**config.mk**
```make
export PLATFORM = sky130hd
export DESIGN_NAME = xlate_top
export DESIGN_NICKNAME = d
export VERILOG_FILES = /design/src/rtl/xlate_pkg.sv /design/src/rtl/xlate_rights.sv /design/src/rtl/xlate_pte_addr.sv /design/src/rtl/xlate_ctrl.sv /design/src/rtl/xlate_top.sv
export SDC_FILE = /design/constraint.sdc
export NUM_CORES = 1
export LEC_CHECK = 0
export BUFFER_PORTS_ARGS = -buffer_cell sky130_fd_sc_hd__buf_2
export CORE_ASPECT_RATIO = 0.75
export CORE_MARGIN = 3
export CORE_UTILIZATION = 45
export CTS_CLUSTER_DIAMETER = 50
export DETAILED_ROUTE_END_ITERATION = 6
export PLACE_DENSITY_LB_ADDON = 0.25
export SLEW_MARGIN = 40
export SYNTH_ARGS = -nofsm -noshare
export SYNTH_HDL_FRONTEND = slang
export SYNTH_SLANG_ARGS = --single-unit
```
**constraint.sdc**
```tcl
create_clock -name clk -period 3.91 [get_ports clk]
set_clock_uncertainty 0.2 [all_clocks]
set_input_delay 1.173 -clock clk [delete_from_list [all_inputs] [get_ports clk]]
set_output_delay 1.173 -clock clk [all_outputs]
set_load 0.005 [all_outputs]
```
**src/rtl/xlate_pkg.sv**
```systemverilog
package xlate_pkg;

  localparam int NUM_PRIV = 4;
  localparam int PRIV_W   = 2;
  localparam int PROT_W   = 4;
  localparam int THR_W    = 3;

  typedef enum logic [1:0] {
    FLT_NONE = 2'd0,
    FLT_PAGE = 2'd1,
    FLT_PROT = 2'd2
  } fault_e;

  typedef enum logic [1:0] {
    ST_IDLE = 2'd0,
    ST_WAIT = 2'd1,
    ST_RESP = 2'd2
  } state_e;

  // Minimum privilege needed for each right; NUM_PRIV means nobody.
  typedef struct packed {
    logic [THR_W-1:0] rd_min;
    logic [THR_W-1:0] wr_min;
  } thresh_t;

  // Codes enumerate monotonic threshold pairs in (rd_min, wr_min) order.
  function automatic thresh_t prot_decode(input logic [PROT_W-1:0] code);
    thresh_t t;
    int idx;
    t.rd_min = THR_W'(NUM_PRIV);
    t.wr_min = THR_W'(NUM_PRIV);
    idx = 0;
    for (int r = 0; r <= NUM_PRIV; r++) begin
      for (int w = r; w <= NUM_PRIV; w++) begin
        if (idx == int'(code)) begin
          t.rd_min = THR_W'(r);
          t.wr_min = THR_W'(w);
        end
        idx++;
      end
    end
    return t;
  endfunction

endpackage

```
**src/rtl/xlate_rights.sv**
```systemverilog
module xlate_rights
  import xlate_pkg::*;
(
  input  logic [PROT_W-1:0] prot,
  input  logic [PRIV_W-1:0] priv,
  input  logic              is_write,
  output logic              allow
);

  thresh_t             th;
  logic [NUM_PRIV-1:0] rd_ok;
  logic [NUM_PRIV-1:0] wr_ok;

  assign th = prot_decode(prot);

  for (genvar l = 0; l < NUM_PRIV; l++) begin : g_lvl
    assign rd_ok[l] = (THR_W'(l) >= th.rd_min);
    assign wr_ok[l] = (THR_W'(l) >= th.wr_min);
  end

  assign allow = is_write ? wr_ok[priv] : rd_ok[priv];

endmodule

```
**src/rtl/xlate_pte_addr.sv**
```systemverilog
module xlate_pte_addr #(
  parameter int VPN_W     = 15,
  parameter int PA_W      = 26,
  parameter int PTE_BYTES = 4
) (
  input  logic [PA_W-1:0]  base,
  input  logic [VPN_W-1:0] vpn,
  output logic [PA_W-1:0]  pte_addr
);

  localparam int SH  = $clog2(PTE_BYTES);
  localparam int SCW = VPN_W + SH;

  logic [SCW-1:0] scaled;

  assign scaled   = {vpn, {SH{1'b0}}};
  assign pte_addr = base + PA_W'(scaled);

endmodule

```
**src/rtl/xlate_ctrl.sv**
```systemverilog
module xlate_ctrl
  import xlate_pkg::*;
#(
  parameter int VA_W  = 28,
  parameter int PA_W  = 26,
  parameter int PG_W  = 13,
  parameter int PTE_W = 32
) (
  input  logic              clk,
  input  logic              rst,
  input  logic              req_valid,
  output logic              req_ready,
  input  logic [PG_W-1:0]   req_off,
  input  logic              req_write,
  input  logic [PRIV_W-1:0] req_priv,
  input  logic [PA_W-1:0]   pte_addr,
  output logic              cur_write,
  output logic [PRIV_W-1:0] cur_priv,
  output logic [PROT_W-1:0] cur_prot,
  input  logic              allow,
  output logic              rsp_valid,
  input  logic              rsp_ready,
  output logic [PA_W-1:0]   rsp_paddr,
  output logic [1:0]        rsp_fault,
  output logic              mem_rd_en,
  output logic              mem_wr_en,
  output logic [PA_W-1:0]   mem_addr,
  output logic [PTE_W-1:0]  mem_wdata,
  input  logic              mem_rvalid,
  input  logic [PTE_W-1:0]  mem_rdata
);

  localparam int PFN_W    = PA_W - PG_W;
  localparam int PROT_LSB = PFN_W;
  localparam int MOD_BIT  = PROT_LSB + PROT_W;
  localparam int REF_BIT  = MOD_BIT + 1;
  localparam int VLD_BIT  = REF_BIT + 1;

  state_e          st;
  logic [PG_W-1:0] off_q;
  logic            accept;
  logic            pte_vld;
  logic [PFN_W-1:0] pte_pfn;

  assign accept   = req_valid && req_ready;
  assign pte_vld  = mem_rdata[VLD_BIT];
  assign pte_pfn  = mem_rdata[PFN_W-1:0];
  assign cur_prot = mem_rdata[PROT_LSB +: PROT_W];

  always_ff @(posedge clk) begin
    if (rst) begin
      st        <= ST_IDLE;
      req_ready <= 1'b1;
      rsp_valid <= 1'b0;
      rsp_paddr <= '0;
      rsp_fault <= FLT_NONE;
      mem_rd_en <= 1'b0;
      mem_wr_en <= 1'b0;
      mem_addr  <= '0;
      mem_wdata <= '0;
      off_q     <= '0;
      cur_write <= 1'b0;
      cur_priv  <= '0;
    end else begin
      mem_rd_en <= 1'b0;
      mem_wr_en <= 1'b0;
      case (st)
        ST_IDLE: begin
          if (accept) begin
            off_q     <= req_off;
            cur_write <= req_write;
            cur_priv  <= req_priv;
            mem_addr  <= pte_addr;
            mem_rd_en <= 1'b1;
            req_ready <= 1'b0;
            st        <= ST_WAIT;
          end
        end
        ST_WAIT: begin
          if (mem_rvalid) begin
            rsp_valid <= 1'b1;
            st        <= ST_RESP;
            if (!pte_vld) begin
              rsp_fault <= FLT_PAGE;
              rsp_paddr <= '0;
            end else if (!allow) begin
              rsp_fault <= FLT_PROT;
              rsp_paddr <= '0;
            end else begin
              rsp_fault          <= FLT_NONE;
              rsp_paddr          <= {pte_pfn, off_q};
              mem_wr_en          <= 1'b1;
              mem_wdata          <= mem_rdata;
              mem_wdata[REF_BIT] <= 1'b1;
            end
          end
        end
        ST_RESP: begin
          if (rsp_ready) begin
            rsp_valid <= 1'b0;
            req_ready <= 1'b1;
            st        <= ST_IDLE;
          end
        end
        default: st <= ST_IDLE;
      endcase
    end
  end

endmodule

```
**src/rtl/xlate_top.sv**
```systemverilog
module xlate_top
  import xlate_pkg::*;
#(
  parameter int VA_W      = 28,
  parameter int PA_W      = 26,
  parameter int PG_W      = 13,
  parameter int PTE_W     = 32,
  parameter int PTE_BYTES = 4
) (
  input  logic              clk,
  input  logic              rst,
  input  logic [PA_W-1:0]   pt_base,
  input  logic              req_valid,
  output logic              req_ready,
  input  logic [VA_W-1:0]   req_vaddr,
  input  logic              req_write,
  input  logic [PRIV_W-1:0] req_priv,
  output logic              rsp_valid,
  input  logic              rsp_ready,
  output logic [PA_W-1:0]   rsp_paddr,
  output logic [1:0]        rsp_fault,
  output logic              mem_rd_en,
  output logic              mem_wr_en,
  output logic [PA_W-1:0]   mem_addr,
  output logic [PTE_W-1:0]  mem_wdata,
  input  logic              mem_rvalid,
  input  logic [PTE_W-1:0]  mem_rdata
);

  localparam int VPN_W = VA_W - PG_W;

  logic [PA_W-1:0]   pte_addr;
  logic              cur_write;
  logic [PRIV_W-1:0] cur_priv;
  logic [PROT_W-1:0] cur_prot;
  logic              allow;

  xlate_pte_addr #(
    .VPN_W     (VPN_W),
    .PA_W      (PA_W),
    .PTE_BYTES (PTE_BYTES)
  ) u_addr (
    .base     (pt_base),
    .vpn      (req_vaddr[VA_W-1:PG_W]),
    .pte_addr (pte_addr)
  );

  xlate_rights u_rights (
    .prot     (cur_prot),
    .priv     (cur_priv),
    .is_write (cur_write),
    .allow    (allow)
  );

  xlate_ctrl #(
    .VA_W  (VA_W),
    .PA_W  (PA_W),
    .PG_W  (PG_W),
    .PTE_W (PTE_W)
  ) u_ctrl (
    .clk        (clk),
    .rst        (rst),
    .req_valid  (req_valid),
    .req_ready  (req_ready),
    .req_off    (req_vaddr[PG_W-1:0]),
    .req_write  (req_write),
    .req_priv   (req_priv),
    .pte_addr   (pte_addr),
    .cur_write  (cur_write),
    .cur_priv   (cur_priv),
    .cur_prot   (cur_prot),
    .allow      (allow),
    .rsp_valid  (rsp_valid),
    .rsp_ready  (rsp_ready),
    .rsp_paddr  (rsp_paddr),
    .rsp_fault  (rsp_fault),
    .mem_rd_en  (mem_rd_en),
    .mem_wr_en  (mem_wr_en),
    .mem_addr   (mem_addr),
    .mem_wdata  (mem_wdata),
    .mem_rvalid (mem_rvalid),
    .mem_rdata  (mem_rdata)
  );

endmodule

```
==> results.cfg, run 1 <==
[synth]
synthCells = 566
synth_top_area_cell = dfxtp_1
synth_area_sq_um = 4580
synthFlopType = dfxtp_1
avgSynthCellArea_sq_um = 8.09
ys_seq_area_share_pct = 46.8
synth_edf_count = 0
synthMostInstantiatedCell = nand2_1
synth_nets = 676
ys_seq_elements = 107
synth-warning-count = 0
synthTopCellsByArea = dfxtp_1 (47%), nand2_1 (12%), a21oi_1 (10%)
synth_top_area_share_pct = 46.8
synth_common_cells = nand2_1 (147), dfxtp_1 (107), a21oi_1 (96)
synth.distinct_cells = 53
synth_async_sr_flop_share_pct = 0

[global_route]
grt_max_degree = 62
grt_pass1_wl_mm = 19.4
track_usage_pct = 20.9
grt_overflow = 0
antenna_found_initial = 1
grt_pass1_vias = 4158

[power]
internal-power_mw = 1.73
clkPwrFrac_pct = 36.0
vdd_drop_max_uv = 237
p_sw_share_pct = 27.4
leakagePower_nw = 2.61
power.density_nw_per_um2 = 406
combPwrFrac_pct = 15.2
p_switching_mw = 0.655
p_seq_share_pct = 48.8

[die]
die-area_sq_um = 11400
ioPinCount = 184
start_util_pct = 46.9
core_sq_um = 9770
die_x_um = 123
rows = 31
die_y_um = 93.4

[routing]
via_count = 4536
wl_per_cell_um = 14.2
drtIter0Drc = 274
firstDrtPassIters = 5
avgViaCountPerCell = 5.21
antenna_left = 0
wl_mm = 12.4
route.detailed.drc = 0

[worst_setup_path]
reg2reg_depth = 8
path_cells = buf_2, ha_1, inv_1, fa_1, nand2b_1, a21oi_1, a31oi_1, o41ai_2, nand4b_1, xor2_1, a21oi_1
cp_num_buf_inv = 2
crit_type = in2reg
crit_path_top_delay_cell = o41ai_2
crit_family = compound AO/OA/AOI/OAI gates
worstPathMaxFanout = 4
startpoint_type = input port
cp_data_required_time_ns = 3.98
rr_endpoint = u_ctrl.rsp_paddr[13]$_SDFFE_PP0P_
max_stage_delay_ns = 0.52
ff2ff_setup_slack_ns = 1.73
path_common_cell = a21oi_1
endpoint_kind = register
r2r-start = u_ctrl.cur_priv[1]$_SDFFE_PP0P_
arrival_ns = 3.58

[layout]
drive_gt1_share_pct = 29.1
area_growth_pct = 28.4
num_antenna_cells = 0
finalNetCount = 843
fin_util_pct = 60.2

[clock_tree]
clk_latency_ns = 0.34
cts_tree = built
htree_levels = 3
cts_sinks = 107
root_buffer = clkbuf_16
cts_buffers = 9
cts_hold_buf = 0
cts_resized = 0
clock_path_buffers = 2
clk_pin_slew_ns = 0.07
cts_setup_buffers = 0

[sta]
period_needed_ns = 3.51
final.setup.tns_ns = 0
fmax_mhz = 285
rsz0062_at_grt = no
setup_viol = 0
worst_slew_pin_slew_ns = 0.582
slew_headroom_pct = 60.8
final.period_utilization_pct = 89.8
final-hold-violation-count = 0
drv_slew = 0

[run_status]
outcome = finished, final reports clean

[place]
place_congestion = 0.899
hpwl_mm = 9.13
io_buffers = 182

[hold_path]
holdPathStages = 2
worstHoldStart = u_ctrl.mem_wdata[17]$_SDFFE_PP0P_
hold_class = reg2reg
hold-path-endpoint = u_ctrl.mem_wdata[17]$_SDFFE_PP0P_

[job]
cap_violations = 0
routing by layer:
metal,part of all wire (%),up-vias,track usage (%)
met5,0.056,-,0
met4,1.0,2,5.31
met3,7.4,14,5.80
met2,47,163,34.7
met1,45,2072,26.9
li1,-,2285,-
worst reg2reg max path: stages (launching register included):
cell and delay, ns:
dfxtp_1 0.43, nand2b_1 0.13, a21boi_0 0.08, a211o_1 0.25, o211ai_1 0.16, nor2b_4 0.40, buf_12 0.24, nand2_1 0.11
a21oi_1 0.13
final cells by class:
class / instances / area [sq um]
Fill cell: 902 / 3890
Multi-Input combinational cell: 413 / 2270
Sequential cell: 107 / 2140
Timing Repair Buffer: 188 / 971
Clock buffer: 9 / 225
Tap cell: 132 / 165
Clock inverter: 7 / 60.1
Inverter: 14 / 52.6
cells in the final DEF (no fill, tap or decap), types with 10 or more instances in the layout:
cell,Yosys,routed
o21ai_0,14,14
a22oi_1,13,13
nor2_1,27,27
buf_2,6,181
ha_1,15,15
nand3_1,17,17
a21oi_1,96,96
dfxtp_1,107,107
nand2_1,147,146
xor2_1,10,10
inv_1,14,14
sequential cells by signal, summed over array words and instances, names as in the netlist:
signal	flops
u_ctrl.cur_priv	2
u_ctrl.cur_write	1
u_ctrl.mem_addr	26
u_ctrl.mem_rd_en	1
u_ctrl.mem_wdata	31
u_ctrl.mem_wr_en	1
u_ctrl.off_q	13
u_ctrl.req_ready	1
u_ctrl.rsp_fault	2
u_ctrl.rsp_paddr	26
u_ctrl.rsp_valid	1
u_ctrl.st	2
worst max path at each step:
stage	cells after the start	endpoint	startpoint
floorplan	10	u_ctrl.mem_addr[18]$_SDFFE_PP0P_	pt_base[2]
detailed placement	11	u_ctrl.mem_addr[18]$_SDFFE_PP0P_	pt_base[2]
finish	11	u_ctrl.mem_addr[24]$_SDFFE_PP0P_	pt_base[2]
CTS	11	u_ctrl.mem_addr[18]$_SDFFE_PP0P_	pt_base[2]
global placement	11	u_ctrl.mem_addr[18]$_SDFFE_PP0P_	pt_base[2]
global route	11	u_ctrl.mem_addr[18]$_SDFFE_PP0P_	pt_base[2]
through the flow:
step | cells | area (sq um) | hold WS (ns) | total power, mW | setup WS [ns]
2_1_floorplan | 566 | 4580 | 0.236 | 1.40 | 0.628
3_3_place_gp | 854 | 5590 | 0.237 | 1.54 | 0.214
3_5_place_dp | 854 | 5600 | 0.243 | 1.55 | 0.114
4_1_cts | 870 | 5880 | 0.253 | 2.41 | 0.466
5_1_grt | 870 | 5880 | 0.274 | 2.51 | 0.230
6_report | 870 | 5880 | 0.251 | 2.39 | 0.398
logic make-up (layout without fill, tap and decap cells):
group | count (synthesis) | count (layout) | synth area share (%)
buf+inv | 46 | 218 | 4.10
flops | 107 | 107 | 46.8
simple gates | 223 | 223 | 20.8
mux | 1 | 1 | 0.246
fa+ha+maj | 16 | 16 | 4.53
compound gates | 158 | 158 | 20.7
xor+xnor | 15 | 15 | 2.87
power groups by stage:
| stage | clock [mW] | sequential, mW | combinational (mW) |
|---|---|---|---|
| 2_1_floorplan | 0 | 1.19 | 0.214 |
| 3_3_place_gp | 0 | 1.19 | 0.349 |
| 3_5_place_dp | 0 | 1.19 | 0.360 |
| 4_1_cts | 0.884 | 1.17 | 0.362 |
| 5_1_grt | 0.929 | 1.17 | 0.406 |
| 6_report | 0.859 | 1.17 | 0.363 |
(Power assumes the default switching activity.)
==> run 2, diff against run 1 <==
CORE_MARGIN = 4   (was 3)
CTS_BUF_LIST = sky130_fd_sc_hd__clkbuf_8   (was default)
clock period = 3 ns   (was 3.91 ns; I/O delays follow)
==> results.cfg, run 2 (same netlist as run 1, synthesis figures left out) <==
[run_status]
outcome = finished, final reports clean

[clock_tree]
cts_sinks = 107
cts_hold_buf = 0
clk_latency_ns = 0.36
htree_levels = 3
cts_setup_buffers = 0
cts_resized = 0
cts_buffers = 9
root_buffer = clkbuf_8
clock_path_buffers = 2
clk_pin_slew_ns = 0.10
cts_tree = built

[global_route]
grt_max_degree = 100
grt_pass1_wl_mm = 20.7
antenna_found_initial = 1
grt_overflow = 0
grt_pass1_vias = 4357
track_usage_pct = 21.0

[sta]
rsz0062_at_grt = no
period_needed_ns = 2.85
setup_viol = 0
fmax_mhz = 351
slew_headroom_pct = 43.9
worst_slew_pin_slew_ns = 0.833
drv_slew = 0
final-hold-violation-count = 0
final.period_utilization_pct = 95.1
whs_ns = 0.255

[layout]
largest_reg_flops = 31
regMostFlops = u_ctrl.mem_wdata
final_cells = 896
drive_gt1_share_pct = 31.8
nFillCells = 884
num_antenna_cells = 0
layout_common_cells = buf_2 (181), nand2_1 (147), dfxtp_1 (107)
fin_util_pct = 62.0
reg_top3 = u_ctrl.mem_wdata (31), u_ctrl.mem_addr (26), u_ctrl.rsp_paddr (26)
finalNetCount = 870
layout_commonest_cell = buf_2
area_growth_pct = 32.3

[die]
core_sq_um = 9770
ioPinCount = 184
die-area_sq_um = 11900
start_util_pct = 46.9
die_x_um = 125
die_y_um = 95.4
rows = 31

[power]
vdd_drop_max_uv = 398
power.total_mw = 2.95
p_seq_share_pct = 51.6
power.density_nw_per_um2 = 486
p_switching_mw = 0.826
leakagePower_nw = 2.73
p_sw_share_pct = 28.0
internal-power_mw = 2.12
combPwrFrac_pct = 18.3
clkPwrFrac_pct = 30.1

[worst_setup_path]
arrival_ns = 2.96
startpoint_type = input port
worstPathMaxFanout = 4
crit_type = in2reg
endpoint_kind = register
cp-startpoint = pt_base[10]
r2r-start = u_ctrl.cur_priv[1]$_SDFFE_PP0P_
cp_data_required_time_ns = 3.11

[place]
dp_cells = 881
place_congestion = 0.893
io_buffers = 182
hpwl_mm = 9.59

[routing]
avgViaCountPerCell = 5.18
firstDrtPassIters = 5
antenna_left = 0
via_count = 4640
wl_per_cell_um = 14.5
wl_mm = 13.0
drtIter0Drc = 340
route.detailed.drc = 0

[hold_path]
worstHoldStart = u_ctrl.mem_addr[7]$_SDFFE_PP0P_
hold_class = reg2reg

[job]
cap_violations = 0
[run 2: path summary, 6_finish.rpt]
path	to	slack, ns	depth (start not counted)
worst max-delay path	u_ctrl.mem_addr[19]$_SDFFE_PP0P_	0.15	9
worst min-delay path	u_ctrl.mem_addr[7]$_SDFFE_PP0P_	0.26	2
worst min register to register	u_ctrl.mem_addr[7]$_SDFFE_PP0P_	0.26	2
worst max register to register	u_ctrl.mem_wdata[0]$_SDFFE_PP0P_	0.98	8
[run 2: cell type report]
| class | instances | area (sq um) | share of cell area (%) |
|---|---|---|---|
| multi-input cells | 413 | 2310 | 38.0 |
| flip-flops and latches | 107 | 2140 | 35.3 |
| repair buffers | 215 | 1200 | 19.8 |
| well taps | 132 | 165 | 2.72 |
| clock buffers | 9 | 124 | 2.04 |
| clock inverters | 6 | 73.8 | 1.22 |
| inverters | 14 | 52.6 | 0.867 |
[run 2: critical path, cell delays in order]
cell and delay, ns:
buf_2 0.10, ha_1 0.34, nand3_1 0.15, nor2_1 0.17, o211ai_1 0.23, a2111oi_4 0.49, nor2_2 0.09, or4_1 0.41
nand3_1 0.08
[run 2: per-layer routing]
layer / global-route usage, % / share of wire (%)
met1: 26.9 / 45
met5: 0 / 0.054
met3: 5.94 / 6.9
met2: 34.9 / 47
met4: 6.66 / 1.3
[run 2: power groups by stage]
stage	registers, mW	clock network (mW)	logic (mW)
final	1.52	0.886	0.540
after global placement	1.55	0	0.520
after floorplan	1.55	0	0.292
after detailed placement	1.55	0	0.537
after CTS	1.52	0.918	0.540
after global routing	1.53	0.978	0.598
[run 2: per-stage QoR]
| step | TNS, ns | area, sq um | setup WS (ns) |
|---|---|---|---|
| global placement | -1.08 | 5860 | -0.179 |
| detailed placement | -1.91 | 5860 | -0.272 |
| CTS | 0 | 6060 | 0.127 |
| floorplan | 0 | 4630 | 0.0191 |
| global route | 0 | 6060 | 0.0452 |
| finish | 0 | 6060 | 0.148 |
